`src/rtl/pio_pkg.sv`:
```
package pio_pkg;
  localparam int PORT_CNT     = 5;
  localparam int PORT_BITS    = 8;
  localparam int IRQ_PORT_CNT = 2;
  localparam int PAIRED_PORTS = 4;
  localparam int SLOT_W       = 3;
  localparam int KIND_W       = 4;

  typedef enum logic [KIND_W-1:0] {
    K_IN  = 4'd0,
    K_OUT = 4'd1,
    K_DIR = 4'd2,
    K_PEN = 4'd3,
    K_PUP = 4'd4,
    K_DRV = 4'd5,
    K_EDG = 4'd6,
    K_IEN = 4'd7,
    K_FLG = 4'd8
  } reg_kind_e;
endpackage

```
`src/rtl/pio_sync.sv`:
```
module pio_sync #(
  parameter int W = 8
) (
  input  logic         clk,
  input  logic         rst_n,
  input  logic [W-1:0] d,
  output logic [W-1:0] q
);
  logic [W-1:0] meta_q;

  always_ff @(posedge clk or negedge rst_n) begin
    if (!rst_n) begin
      meta_q <= '0;
      q      <= '0;
    end else begin
      meta_q <= d;
      q      <= meta_q;
    end
  end
endmodule

```
`src/rtl/pio_busdec.sv`:
```
module pio_busdec #(
  parameter int N_PORTS = 5,
  parameter int N_PAIRED = 4,
  parameter int SLOT_W  = 3
) (
  input  logic              sel,
  input  logic              word,
  input  logic [SLOT_W-1:0] slot,
  output logic [N_PORTS-1:0] hit,
  output logic [N_PORTS-1:0] hi_lane
);
  function automatic logic pair_base_ok(input logic [SLOT_W-1:0] s);
    return (s[0] == 1'b0) && (int'(s) + 1 < N_PAIRED);
  endfunction

  always_comb begin
    hit     = '0;
    hi_lane = '0;
    for (int p = 0; p < N_PORTS; p++) begin
      if (sel) begin
        if (!word) begin
          hit[p] = (int'(slot) == p);
        end else if (pair_base_ok(slot)) begin
          if (int'(slot) == p) hit[p] = 1'b1;
          if (int'(slot) + 1 == p) begin
            hit[p]     = 1'b1;
            hi_lane[p] = 1'b1;
          end
        end
      end
    end
  end
endmodule

```
`src/rtl/pio_port.sv`:
```
module pio_port
  import pio_pkg::*;
#(
  parameter int W       = 8,
  parameter bit HAS_IRQ = 1'b0
) (
  input  logic      clk,
  input  logic      rst_n,
  input  logic      we,
  input  reg_kind_e kind,
  input  logic [W-1:0] wbyte,
  input  logic [W-1:0] pin_sync,
  output logic [W-1:0] out_q,
  output logic [W-1:0] dir_q,
  output logic [W-1:0] pen_q,
  output logic [W-1:0] pup_q,
  output logic [W-1:0] drv_q,
  output logic [W-1:0] ien_q,
  output logic [W-1:0] flag_q,
  output logic [W-1:0] evt,
  output logic [W-1:0] rbyte
);
  logic [W-1:0] es_q;

  // Per pin: rising when sel=0, falling when sel=1.
  function automatic logic [W-1:0] edge_hits(input logic [W-1:0] prev,
                                             input logic [W-1:0] cur,
                                             input logic [W-1:0] sel);
    return (~sel & cur & ~prev) | (sel & prev & ~cur);
  endfunction

  // A zero written to a flag clears it; a new edge always wins.
  function automatic logic [W-1:0] merge_flags(input logic [W-1:0] old,
                                               input logic         clr_we,
                                               input logic [W-1:0] wmask,
                                               input logic [W-1:0] hits);
    return (clr_we ? (old & wmask) : old) | hits;
  endfunction

  always_ff @(posedge clk or negedge rst_n) begin
    if (!rst_n) begin
      out_q <= '0;
      dir_q <= '0;
      pen_q <= '0;
      pup_q <= '0;
      drv_q <= '0;
    end else if (we) begin
      case (kind)
        K_OUT:   out_q <= wbyte;
        K_DIR:   dir_q <= wbyte;
        K_PEN:   pen_q <= wbyte;
        K_PUP:   pup_q <= wbyte;
        K_DRV:   drv_q <= wbyte;
        default: ;
      endcase
    end
  end

  generate
    if (HAS_IRQ) begin : g_irq
      logic [W-1:0] prev_q;
      assign evt = edge_hits(prev_q, pin_sync, es_q);

      always_ff @(posedge clk or negedge rst_n) begin
        if (!rst_n) begin
          es_q   <= '0;
          ien_q  <= '0;
          flag_q <= '0;
          prev_q <= '0;
        end else begin
          prev_q <= pin_sync;
          if (we && kind == K_EDG) es_q  <= wbyte;
          if (we && kind == K_IEN) ien_q <= wbyte;
          flag_q <= merge_flags(flag_q, we && kind == K_FLG, wbyte, evt);
        end
      end
    end else begin : g_noirq
      assign es_q   = '0;
      assign ien_q  = '0;
      assign flag_q = '0;
      assign evt    = '0;
    end
  endgenerate

  always_comb begin
    case (kind)
      K_IN:    rbyte = pin_sync;
      K_OUT:   rbyte = out_q;
      K_DIR:   rbyte = dir_q;
      K_PEN:   rbyte = pen_q;
      K_PUP:   rbyte = pup_q;
      K_DRV:   rbyte = drv_q;
      K_EDG:   rbyte = es_q;
      K_IEN:   rbyte = ien_q;
      K_FLG:   rbyte = flag_q;
      default: rbyte = '0;
    endcase
  end
endmodule

```
`src/rtl/pio_bank.sv`:
```
module pio_bank
  import pio_pkg::*;
#(
  parameter  int N_PORTS   = PORT_CNT,
  parameter  int PORT_W    = PORT_BITS,
  parameter  int IRQ_PORTS = IRQ_PORT_CNT,
  parameter  int PAIRED    = PAIRED_PORTS,
  localparam int ADDR_W    = KIND_W + SLOT_W,
  localparam int PINS      = N_PORTS * PORT_W,
  localparam int DATA_W    = 2 * PORT_W,
  localparam int FLAG_BITS = IRQ_PORTS * PORT_W
) (
  input  logic              clk,
  input  logic              rst_n,
  input  logic              bus_sel,
  input  logic              bus_wr,
  input  logic              bus_word,
  input  logic [ADDR_W-1:0] bus_addr,
  input  logic [DATA_W-1:0] bus_wdata,
  output logic [DATA_W-1:0] bus_rdata,
  input  logic [PINS-1:0]   pin_in,
  output logic [PINS-1:0]   pin_out,
  output logic [PINS-1:0]   pin_oe,
  output logic [PINS-1:0]   pull_en,
  output logic [PINS-1:0]   pull_up,
  output logic [PINS-1:0]   drive_hi,
  output logic              irq_out
);
  reg_kind_e         kind;
  logic [SLOT_W-1:0] slot;
  logic [N_PORTS-1:0] hit, hi_lane;
  logic [PINS-1:0]    in_sync;
  logic               wr_any, flag_wr;
  logic [FLAG_BITS-1:0] flags, iens, edge_evt;
  logic [PORT_W-1:0]  rbyte  [N_PORTS];
  logic [PORT_W-1:0]  ien_p  [N_PORTS];
  logic [PORT_W-1:0]  flag_p [N_PORTS];
  logic [PORT_W-1:0]  evt_p  [N_PORTS];
  logic [DATA_W-1:0]  rd_n;

  assign kind    = reg_kind_e'(bus_addr[ADDR_W-1:SLOT_W]);
  assign slot    = bus_addr[SLOT_W-1:0];
  assign wr_any  = bus_sel & bus_wr;
  assign flag_wr = wr_any && (kind == K_FLG);

  pio_busdec #(.N_PORTS(N_PORTS), .N_PAIRED(PAIRED), .SLOT_W(SLOT_W)) u_dec (
    .sel(bus_sel), .word(bus_word), .slot(slot), .hit(hit), .hi_lane(hi_lane)
  );

  pio_sync #(.W(PINS)) u_sync (
    .clk(clk), .rst_n(rst_n), .d(pin_in), .q(in_sync)
  );

  generate
    for (genvar p = 0; p < N_PORTS; p++) begin : g_port
      logic [PORT_W-1:0] wbyte;
      assign wbyte = hi_lane[p] ? bus_wdata[DATA_W-1:PORT_W] : bus_wdata[PORT_W-1:0];

      pio_port #(.W(PORT_W), .HAS_IRQ(p < IRQ_PORTS)) u_port (
        .clk(clk), .rst_n(rst_n),
        .we(hit[p] & bus_wr), .kind(kind), .wbyte(wbyte),
        .pin_sync(in_sync[p*PORT_W +: PORT_W]),
        .out_q(pin_out[p*PORT_W +: PORT_W]),
        .dir_q(pin_oe[p*PORT_W +: PORT_W]),
        .pen_q(pull_en[p*PORT_W +: PORT_W]),
        .pup_q(pull_up[p*PORT_W +: PORT_W]),
        .drv_q(drive_hi[p*PORT_W +: PORT_W]),
        .ien_q(ien_p[p]), .flag_q(flag_p[p]), .evt(evt_p[p]),
        .rbyte(rbyte[p])
      );

      if (p < IRQ_PORTS) begin : g_irqmap
        assign flags[p*PORT_W +: PORT_W]    = flag_p[p];
        assign iens[p*PORT_W +: PORT_W]     = ien_p[p];
        assign edge_evt[p*PORT_W +: PORT_W] = evt_p[p];
      end
    end
  endgenerate

  always_comb begin
    rd_n = '0;
    for (int p = 0; p < N_PORTS; p++) begin
      if (hit[p]) begin
        if (hi_lane[p]) rd_n[DATA_W-1:PORT_W] = rbyte[p];
        else            rd_n[PORT_W-1:0]      = rbyte[p];
      end
    end
  end

  always_ff @(posedge clk or negedge rst_n) begin
    if (!rst_n)                 bus_rdata <= '0;
    else if (bus_sel & ~bus_wr) bus_rdata <= rd_n;
  end

  assign irq_out = |(flags & iens);
endmodule

```
`config.mk`:
```
export PLATFORM = sky130hd
export DESIGN_NAME = pio_bank
export DESIGN_NICKNAME = d
export VERILOG_FILES = /design/src/rtl/pio_pkg.sv /design/src/rtl/pio_sync.sv /design/src/rtl/pio_busdec.sv /design/src/rtl/pio_port.sv /design/src/rtl/pio_bank.sv
export SDC_FILE = /design/constraint.sdc
export NUM_CORES = 1
export LEC_CHECK = 0
export ABC_AREA = 0
export BUFFER_PORTS_ARGS = -buffer_cell sky130_fd_sc_hd__buf_2
export CORE_MARGIN = 2
export CORE_UTILIZATION = 45
export CTS_CLUSTER_DIAMETER = 120
export CTS_CLUSTER_SIZE = 14
export DETAILED_ROUTE_END_ITERATION = 6
export PLACE_DENSITY = 0.67
export SYNTH_ARGS = -nofsm -noshare
export SYNTH_HDL_FRONTEND = slang
export SYNTH_SLANG_ARGS = --single-unit
export TNS_END_PERCENT = 1
```
`constraint.sdc`:
```
create_clock -name clk -period 1.8 [get_ports clk]
set_input_delay 0.09 -clock clk [delete_from_list [all_inputs] [get_ports clk]]
set_output_delay 0.09 -clock clk [all_outputs]
set_load 0.05 [all_outputs]
```
* Word-level counts from Yosys, hierarchy flattened
Index checks and enable logic that the tools add are counted.
** Word-level totals
- Logic and storage cells :: 191
- Bits in registers :: 360
- Output and inout bits :: 217
** Cells by class
- Add/subtract/negate cells :: 1
- Mux-type cells :: 72
- Bitwise operators :: 29
- Equal/unequal tests :: 16
- Order comparisons :: 1
- Reductions and logical operators :: 36
** Operators by type and width (number)
- $pmux 8 s6 :: 3
- $pmux 8 s9 :: 2
- $mux 8 :: 17
- $and 8x8->8 :: 10
- $mux 16 :: 5
- $eq 32x3->1 const B :: 2
- $reduce_and 2->1 :: 25
- $not 8->8 :: 6
- $mux 1 :: 45
- $eq 32x2->1 const B :: 1
- $eq 32x4->1 const B :: 1
- $logic_not 32->1 :: 1
- $lt 32x4->1 const B :: 1
- $or 8x8->8 :: 4
- $and 16x16->16 :: 1
- $eq 4x3->1 const B :: 4
- $reduce_or 16->1 :: 1
- $eq 3x3->1 const B :: 3
- $eq 4x2->1 const B :: 2
- $logic_and 1x1->1 :: 7
- $and 1x1->1 :: 6
- $add 3x1->4 const B :: 1
- $eq 4x1->1 const B :: 1
- $eq 4x4->1 const B :: 1
- 4 further kinds :: 5

* Longest topological paths before layout
Gate-level depths: netlist of the first run.
- Depth after elaboration :: 16
- Mapped depth :: 11

* Modules after synthesis
Synthesis of the first run repeated with hierarchy kept, for this count alone.
** Unflattened totals
- Cell total of the unflattened synthesis :: 1423
- Area, all modules :: 18207.5 um^2
** By module, submodules not included
- pio_port at g_port[0].u_port ... :: instances 2, area an instance 3507.1 um^2, cells an instance 287
- pio_port at g_port[2].u_port ... :: instances 3, area an instance 2250.9 um^2, cells an instance 165
- pio_bank :: instances 1, area an instance 2301.0 um^2, cells an instance 252
- pio_sync :: instances 1, area an instance 2001.9 um^2, cells an instance 80
- pio_busdec :: instances 1, area an instance 137.6 um^2, cells an instance 22

* Least setup slack after synthesis of the first run
No wires, ideal clock.
- Kind :: input to register
- Start :: input port bus_addr[0]
- End :: register g_port[0].u_port.ien_q[0]
- Data required time :: 1.675 ns
- Library setup time :: 0.125 ns
- Arrival :: 1.944 ns
- Slack :: -0.268 ns
- Cell stages on the path :: 7
- Cells stage by stage :: and2_1 > ha_1 > and2b_1 > nor3_2 > nand2_1 > nor3_4 > mux2_2
** On the way
- Word-level cells in the longest chain between the ends :: 8
- Elaborated cells between the ends (all ways) :: 18
- Classes of those cells :: add/sub (1); order compare (1); mux (10); bitwise (2); reduce/logical (4)
** RTL lines
- start, declared :: RTL line pio_bank.sv:18 : input logic [ADDR_W-1:0] bus_addr,
- $add 3x1->4 / $logic_not 3->1 (equally long branches)
- $lt 32x4->1 (tied with other cells) :: RTL line pio_busdec.sv:13 : return (s[0] == 1'b0) && (int'(s) + 1 < N_PAIRED);
- $logic_and 1x1->1 / $mux 1 (equally long branches) :: RTL line pio_busdec.sv:13, pio_busdec.sv:25
- $mux 1 :: RTL line pio_busdec.sv:23 : end else if (pair_base_ok(slot)) begin
- $mux 1 :: RTL line pio_busdec.sv:21 : if (!word) begin
- $mux 1 :: RTL line pio_busdec.sv:20 : if (sel) begin
- $and 1x1->1 :: RTL line pio_bank.sv:61 : .we(hit[p] & bus_wr), .kind(kind), .wbyte(wbyte),
- $logic_and 1x1->1 :: RTL line pio_port.sv:73 : if (we && kind == K_IEN) ien_q <= wbyte;
- end signal, assigned :: RTL line pio_port.sv:73
- end, declared :: RTL line pio_port.sv:18 : output logic [W-1:0] ien_q,
Several ways; a longest one is shown, not always the timed one.
A chain may end at the register's enable or synchronous reset.

* Worst setup path after layout of the first run
- Start :: register g_port[1].u_port.flag_q[3]
- End :: output port irq_out
** On the way
- Word-level cells in the longest chain between the ends :: 2
** RTL lines
- start, declared :: RTL line pio_port.sv:19 : output logic [W-1:0] flag_q,
- start signal, assigned :: RTL line pio_port.sv:74 : flag_q <= merge_flags(flag_q, we && kind == K_FLG, wbyte, evt);
- $and 16x16->16 :: RTL line pio_bank.sv:95 : assign irq_out = |(flags & iens);
- $reduce_or 16->1 :: RTL line pio_bank.sv:95
- end, declared :: RTL line pio_bank.sv:27 : output logic irq_out
Every way passes these cells.

==> results.md, run 1 <==
- The met3 global-route usage is 5.036%.
- The worst hold path passes through 4 cells.
- Before antenna repair, the detailed router went through 5 iterations.
- The number of nets in the finished design is 1,912.
- The first-pass GRT wire length is 84,900 µm.
- The global-route total usage across every layer is 31.63%.
- In this run the worst hold path is classified as input port to register.
- The category of the most critical setup path is register to primary output.
- After synthesis, the most frequently instantiated cells are sky130_fd_sc_hd__dfrtp_1 (360), sky130_fd_sc_hd__mux2_2 (148), sky130_fd_sc_hd__nand2_1 (112).
- The worst-path cell with the longest stage delay is sky130_fd_sc_hd__dfrtp_1.
- The residual DRC count is 0.
- The count of final setup violators is 5.
- The via density per instance is slightly below 6.
- The max-slew violation count is 0.
- The worst setup path is captured at a primary output.
- TritonCTS built the clock tree.
- The data required time of the worst path is ~1700 ps.
- On the final layout, the worst clock skew is around 14 ps.
- Data arrives at the worst endpoint at roughly 2000 ps.
- In this run the tightest slew margin relative to its limit is a little under three fifths.
- The maximum net fanout on the critical path is 2.
- met2 is the most crowded layer.
- Walking the worst path, the cells encountered are a22o_1 -> a221oi_2 -> buf_4 -> nand4_1 -> buf_6.
- The max-cap check violation count is 0.
- In this run, distinct cell masters in the synthesized netlist total 65.
- A synthesized cell averages 12.00 µm².
- The timing-limited maximum frequency is about 470 MHz.
- For this run, the slowest stage of the critical path takes approximately 440 ps.
- The half-perimeter wire length of the detailed placement result is approximately 43,000 µm.
- For the worst flop-to-flop path, the logic depth is 7.
- The fraction of met1 tracks used by global routing is a little over two fifths.
- The width of the die is around 190 µm.
- The placer's final routability congestion estimate is slightly above 1.
- In this run the tool buffered the top-level ports with around 280 buffer cells.
- The startpoint type of the worst setup path is a register.
- After routing the design area is 21,020 µm².
- Relative to the synthesized area, the layout overhead comes to 35.40%.
- The post-place instance area is slightly below 20,000 µm².
- Counting flops with a built-in enable in the synthesized netlist gives 0.
- The cell area after technology mapping is 15,530 µm².
- Of the cells placed in the final design, the portion with a size suffix greater than 1 is between 40 and 50%.
- The number of endpoints with negative hold slack in the final report came to 0.
- The share of async-settable or async-resettable flops after synthesis is between 90% and 100%.
- Registers take 9012 µm².
- The overall routed net length is 56,980 µm.
- At the placement stage, the worst setup path has a slack of -642.5 ps.
- Yosys instantiated no cell more often than sky130_fd_sc_hd__dfrtp_1.
- In this run the clock root is driven by a sky130_fd_sc_hd__clkbuf_16.
- The global-route congestion overflow total is 0.
- The run finished, with violations left.
- The dominant cell type by area after synthesis is sky130_fd_sc_hd__dfrtp_1.
- The number of logic stages on the critical path including buffering is 5.
- The final route contains ~13,000 vias.
- IR analysis of the VDD net gives a maximum drop of around 0.63 mV.
- At the later pin of the worst-skew pair, clock insertion delay measures ~560 ps.
- The clock tree buffer depth is 3.
- The count of nets left with antenna violations once routing finished came out at 0.
- Counting every instance in the synthesized netlist gives ~1,300.
- The share of the synthesized area in the top cell type is roughly three fifths.
- Once routing completed, OpenROAD measured the worst setup slack at -305.8 ps.
- The number of nets handed over by synthesis was 1,363.
- The number of design-rule violations left by the first detailed-router iteration is around 1,200.
- The vertical die dimension is 189.8 µm.
- For this configuration, the core starts out at a cell density of a little under half.
- The routed design could run at a clock period as short as ~2100 ps.
- The filler cells instantiated in the layout total between 2,000 and 3,000.
- The reported leakage power is 0.01030 µW.
- The die covers around 36,000 µm².
- The number of clock sinks is 360.
- For this design the top-level I/O count stands at 285.
- The number of antenna violations at the first check in global routing came to 1.
- The slew at the pin with the worst max-slew slack is 663.8 ps.
- The cell family contributing the most delay on the critical path is compound AO/OA/AOI/OAI gates.
- The power density of the placed cells is 869.6 nW/µm².
- The top flip-flop cell by instance count after synthesis is sky130_fd_sc_hd__dfrtp_1.
- The synthesis warning total is 0.
- The floorplan step defined a core boundary enclosing between 30,000 and 40,000 µm².
- The H-tree depth reported by CTS is 1.
- Dividing the detail-routed wire length by the instance count gives between 20 and 25 µm.
- The multi-input combinational cells in the finished layout cover a total of between 6000 and 7000 µm².
- Counting flops and latches in the post-synthesis netlist gives 360.
- The number of antenna cells inserted is 0.
- The via count of the first global-routing pass was ~13,000.
- The register clock-pin slew on the reported worst setup and hold paths is 80 ps.
- Together, buffers and inverters on the worst path number 2.
- The post-route fraction of the period consumed by the critical path is 117.0%.
- For met2 alone, demand over resource in global routing was 51.38%.
- Counting the buffers created by CTS gives 29.
- Measured on the finished design, the core utilization comes to approximately three fifths.
- The checks that failed: setup timing.
- Ranked by total cell area, the synthesized netlist is headed by sky130_fd_sc_hd__dfrtp_1 (58%), sky130_fd_sc_hd__mux2_2 (11%), sky130_fd_sc_hd__mux2i_1 (4.3%).
- The sequential share of the synthesized area is between 50% and 60%.
- Setup repair after global routing could not meet its margin everywhere.
- Entering global routing, the biggest net connects 69 pins.
- The count of standard-cell rows is a little under 70.
state kept, by name (all words and copies together) (netlist names):
name and flops:
g_port.u_port.pen_q 40, g_port.u_port.drv_q 40, g_port.u_port.g_irq.prev_q 16, g_port.u_port.dir_q 40
u_sync.meta_q 40, u_sync.q 40, g_port.u_port.flag_q 16, bus_rdata 16
g_port.u_port.es_q 16, g_port.u_port.pup_q 40, g_port.u_port.ien_q 16, g_port.u_port.out_q 40
final timing paths:
check                      slack, ps                        from                         to
setup / recovery                -310  g_port[1].u_port.flag_q[3]                    irq_out
hold / removal                    30                bus_wdata[9]  g_port[3].u_port.drv_q[1]
setup reg to reg                -280                u_sync.q[15]               bus_rdata[7]
hold reg to reg                  350           u_sync.meta_q[28]               u_sync.q[28]
max in group asynchronous       1010                       rst_n  g_port[4].u_port.drv_q[6]
min in group asynchronous         50                       rst_n          u_sync.meta_q[15]
where the power goes:
group          switching [µW]  internal [µW]  total (µW)
clock                    2840           2990        5830
sequential                392           8530        8930
combinational            2370           1150        3530
total                    5600          12700       18300
logic make-up (layout without fill, tap and decap cells):
family | count (synthesis) | count (layout) | synth area share (%)
buf+inv | 86 | 637 | 2.546
fa+ha+maj | 1 | 1 | 0.08057
mux | 222 | 222 | 16.09
simple gates | 306 | 306 | 9.936
compound gates | 319 | 319 | 13.32
flops | 360 | 360 | 58.02
worst min-delay path, delay by kind of cell:
| kind | cells | cell delay [ps] |
|---|---|---|
| buffers and inverters | 2 | 280 |
| AO/OA/AOI/OAI | 1 | 110 |
| multiplexers | 1 | 80 |
stage by stage:
step | total power, µW | cells | hold WS (ps) | TNS, ps
floorplan | 10900 | 1294 | -205.6 | -5585
global placement | 12400 | 2221 | 58.49 | -62560
detailed placement | 12440 | 2221 | 56.68 | -66220
CTS | 18330 | 2300 | 6.998 | -917.4
global route | 18900 | 2300 | 5.330 | -1543
finish | 18280 | 2300 | 30.25 | -1089
cell type report:
class	count	area share, %
clock buffers	32	3.506
clock inverters	1	0.1428
inverters	6	0.1071
multi-input cells	848	30.22
flip-flops and latches	360	42.87
well taps	455	2.708
repair buffers	598	20.44
per-layer routing:
layer,vias to the layer above,part of all wire [%]
li1,5827,-
met1,6756,41
met2,638,47
met3,131,7.7
met4,0,3.8
met5,-,0
cell usage in the layout (no fill, tap or decap), types with 4 or more instances in the layout:
| master | netlist | routed |
|---|---|---|
| sky130_fd_sc_hd__nand3b_1 | 9 | 9 |
| sky130_fd_sc_hd__o32ai_1 | 5 | 5 |
| sky130_fd_sc_hd__a21oi_2 | 0 | 4 |
| sky130_fd_sc_hd__o211ai_1 | 13 | 13 |
| sky130_fd_sc_hd__a22oi_1 | 23 | 22 |
| sky130_fd_sc_hd__o21ai_1 | 2 | 6 |
| sky130_fd_sc_hd__nor2_1 | 73 | 72 |
| sky130_fd_sc_hd__nor2b_1 | 12 | 12 |
| sky130_fd_sc_hd__o21ai_0 | 95 | 90 |
| sky130_fd_sc_hd__dlygate4sd3_1 | 0 | 45 |
| sky130_fd_sc_hd__a221oi_2 | 0 | 5 |
| sky130_fd_sc_hd__a31oi_1 | 4 | 4 |
| sky130_fd_sc_hd__buf_12 | 0 | 31 |
| sky130_fd_sc_hd__buf_4 | 4 | 239 |
| sky130_fd_sc_hd__nand3_1 | 33 | 30 |
| sky130_fd_sc_hd__a22o_1 | 15 | 15 |
| sky130_fd_sc_hd__nand2b_1 | 7 | 7 |
| sky130_fd_sc_hd__dfrtp_1 | 360 | 357 |
| sky130_fd_sc_hd__buf_2 | 28 | 281 |
| sky130_fd_sc_hd__nor3b_1 | 10 | 10 |
| sky130_fd_sc_hd__a32oi_1 | 5 | 5 |
| sky130_fd_sc_hd__mux4_2 | 7 | 7 |
| sky130_fd_sc_hd__o221ai_1 | 6 | 6 |
| sky130_fd_sc_hd__mux2_2 | 148 | 148 |
| sky130_fd_sc_hd__nor3_1 | 6 | 5 |
| sky130_fd_sc_hd__clkbuf_16 | 0 | 29 |
| sky130_fd_sc_hd__o22ai_1 | 11 | 11 |
| sky130_fd_sc_hd__o31ai_1 | 8 | 8 |
| sky130_fd_sc_hd__a221oi_1 | 22 | 16 |
| sky130_fd_sc_hd__inv_1 | 6 | 6 |
| sky130_fd_sc_hd__a221o_1 | 10 | 10 |
| sky130_fd_sc_hd__a211oi_1 | 4 | 4 |
| sky130_fd_sc_hd__a21oi_1 | 79 | 75 |
| sky130_fd_sc_hd__nand2_1 | 112 | 110 |
| sky130_fd_sc_hd__nor2_4 | 0 | 11 |
| sky130_fd_sc_hd__mux2i_1 | 66 | 63 |
repair_timing:
action | CTS | global route
buffers inserted | 1 | 0
pin swaps | 5 | 4
endpoints found under the setup margin | 22 | 15
gates resized for setup | 23 | 7
hold endpoints to repair | 409 | 0
hold buffers | 45 | 0
Note: power is estimated with default switching activity, not from simulation.
==> run 2, diff against run 1 <==
--- a/config.mk
+++ b/config.mk
@@ -7,6 +7,7 @@
 export LEC_CHECK = 0
 export ABC_AREA = 0
 export BUFFER_PORTS_ARGS = -buffer_cell sky130_fd_sc_hd__buf_2
+export CORE_ASPECT_RATIO = 1.4
 export CORE_MARGIN = 2
 export CORE_UTILIZATION = 45
 export CTS_CLUSTER_DIAMETER = 120
==> results.md, run 2 (synthesis gave the netlist of run 1 again) <==
- The number of design-rule violations left by the first detailed-router iteration came to 1,203 (+1.5%).
- The first-pass GRT wire length was 85,500 µm (+0.71%).
- The global-route congestion overflow total is 0 (unchanged).
- The category of the most critical setup path is register to primary output.
- The data required time of the worst path is 1710 ps (about the same).
- The commonest non-fill, non-tap cell in the layout is sky130_fd_sc_hd__dfrtp_1.
- The wire length per cell after detailed routing came to 24.74 µm (-0.13%).
- The number of clock sinks is 360 (unchanged).
- The timing-limited maximum frequency was 492.6 MHz (+3.7%).
- In this run the clock root is driven by a sky130_fd_sc_hd__clkbuf_16.
- The residual DRC count is 0 (unchanged).
- The total placed cells including tap cells came to 2,230 (+0.41%).
- The slew at the pin with the worst max-slew slack was 1151 ps (+487.3 ps).
- The count of port buffers added during placement is 284 (unchanged).
- The clock tree buffer depth came to 3 (unchanged).
- The H-tree depth reported by CTS is 1 (unchanged).
- The starting density of the core is 45.62% (+0.34 points).
- The total vias in the final route is 13,388 (+0.27%).
- The final reports fail on setup timing.
- The post-route non-filler standard cell count is 2,314 (+0.61%).
- The filler cell count in the final layout came to 2,785 (-2.5%).
- The area enclosed by the die boundary is 36,030 µm² (about the same).
- The clock tree from TritonCTS is built.
- The power density of the placed cells came to 857.5 nW/µm² (-1.4%).
- The sum of internal, switching and leakage power came to 18,210 µW (-0.40%).
- The number of endpoints with negative hold slack in the final report is 0 (unchanged).
- The final setup slack of the worst path came to -230.1 ps (+75.65 ps).
- The worst setup slack before clock tree synthesis came to -405.3 ps (+237.1 ps).
- The count of boundary I/O pins came to 285 (unchanged).
- The number of nets in the finished design is 1,930 (+0.94%).
- The overall routed net length is 57,250 µm (+0.48%).
- The reported leakage power came to 0.01042 µW (+1.1%).
- Setup repair after global routing could not meet its margin everywhere.
- The number of antenna-violating nets in the routed design is 0 (unchanged).
- The max-cap check violation count was 0 (unchanged).
- The classification of the worst-slack hold path is input port to register.
- The count of final setup violators is 9 (+4).
- The maximum net fanout on the critical path is 3 (+1).
- The global-route total usage across every layer is 31.61% (about the same).
- The post-layout utilization of the core came to 62.40% (+1.1 points).
- The via density per instance is 5.786 (-0.34%).
- The vertical die dimension was 223.8 µm (+18%).
- The pin count of the biggest net entering global routing was 77 (+12%).
- In the layout the commonest cells are sky130_fd_sc_hd__dfrtp_1 (356), sky130_fd_sc_hd__buf_2 (281), sky130_fd_sc_hd__buf_4 (250), sky130_fd_sc_hd__mux2_2 (148), sky130_fd_sc_hd__nand2_1 (110).
- The placer's final routability congestion estimate is 0.9815 (-5.2%).
- The count of standard-cell rows is 80 (+18%).
- The register clock-pin slew on the reported worst setup and hold paths was 80 ps (about the same).
- The flow ran to the end, but the final reports show violations.
- The max-slew violation count came to 0 (unchanged).
- The multi-input logic area is 6375 µm² (+0.33%).
- STA classifies the critical path endpoint as a primary output.
- The arrival time at the worst endpoint was 1940 ps (-80 ps).
- The startpoint type of the worst setup path is a register.
- The width of the die is 161.0 µm (-15%).
- The number of search-and-repair iterations in the first detailed-routing pass is 5 (unchanged).
- The setup clock skew after layout came to 21.95 ps (+7.836 ps).
- The peak supply drop is 0.8090 mV (+29%).
- The half-perimeter wire length of the detailed placement result came to 43,040 µm (+0.65%).
- The via count of the first global-routing pass is 13,652 (+1.5%).
- The max-slew headroom at the worst pin came to 23.26% (-32 points).
- The insertion delay to the later sink of the worst-skew pair is 580 ps (+20 ps).
- The post-route fraction of the period consumed by the critical path is 112.8% (-4.2 points).
- The number of antenna violations at the first check in global routing is 1 (unchanged).
- The fraction of final layout cells with drive strength greater than 1 came to 44.04% (+0.68 points).
- The area used by sequential logic in the layout is 9014 µm² (about the same).
- The area growth from synthesis to layout is 36.77%.
- The number of buffers created by CTS is 29 (unchanged).
- The final critical delay including setup and external delays is 2030 ps (-75.65 ps).
- The area of the core is 34,030 µm² (-0.74%).
run 2: area by class of cell:
type	count	share of cell area (%)
Clock inverter	1	0.1414
Inverter	6	0.1061
Sequential cell	360	42.45
Multi-Input combinational cell	848	30.02
Timing Repair Buffer	616	21.16
Tap cell	451	2.657
Antenna cell	1	0.01178
Clock buffer	31	3.453
run 2: metal layers:
metal	vias to the layer above	wire length, µm	track usage (%)
met2	616	28790	54.92
met5	-	0	0
li1	5849	-	-
met1	6766	22110	40.00
met3	157	3748	4.092
met4	0	2600	13.02
run 2: power by group:
| group | internal, µW | switching, µW | leakage [µW] |
|---|---|---|---|
| Clock | 2990 | 2770 | 0.000374 |
| Combinational | 1160 | 2370 | 0.00539 |
| Sequential | 8530 | 390 | 0.00466 |
| Total | 12700 | 5530 | 0.0104 |
run 2: metrics by stage:
stage,setup TNS [ps],instance area (µm²),hold slack [ps]
5_1_grt,-1523,21240,42.69
3_3_place_gp,-45700,19810,-14.07
2_1_floorplan,-5585,15650,-205.6
4_1_cts,-1037,21150,5.268
6_report,-731.9,21240,31.12
3_5_place_dp,-53230,19810,-11.04
run 2: path summary, 6_finish.rpt:
check,startpoint,to,slack (ps),depth (start not counted)
worst min-delay path,bus_wdata[8],g_port[1].u_port.flag_q[0],30,4
max in group asynchronous,rst_n,g_port[0].u_port.es_q[1],460,3
worst max-delay path,g_port[1].u_port.flag_q[3],irq_out,-230,4
worst max register to register,g_port[1].u_port.drv_q[5],bus_rdata[5],-130,7
worst min register to register,u_sync.meta_q[15],u_sync.q[15],350,0
min in group asynchronous,rst_n,bus_rdata[7],190,3
run 2: what timing repair did:
| action | CTS | global route |
|---|---|---|
| endpoints found under the hold margin | 408 | 0 |
| hold buffers | 47 | 0 |
| buffers inserted | 1 | 3 |
| endpoints found under the setup margin | 13 | 39 |
| pin swaps | 3 | 6 |
| resized for setup | 21 | 16 |
run 2: critical path: stages, from the launching register on:
cell                       delay [ps]
sky130_fd_sc_hd__dfrtp_1          430
sky130_fd_sc_hd__a22o_1           280
sky130_fd_sc_hd__a221oi_4         280
sky130_fd_sc_hd__nand4_1          190
sky130_fd_sc_hd__buf_6            190
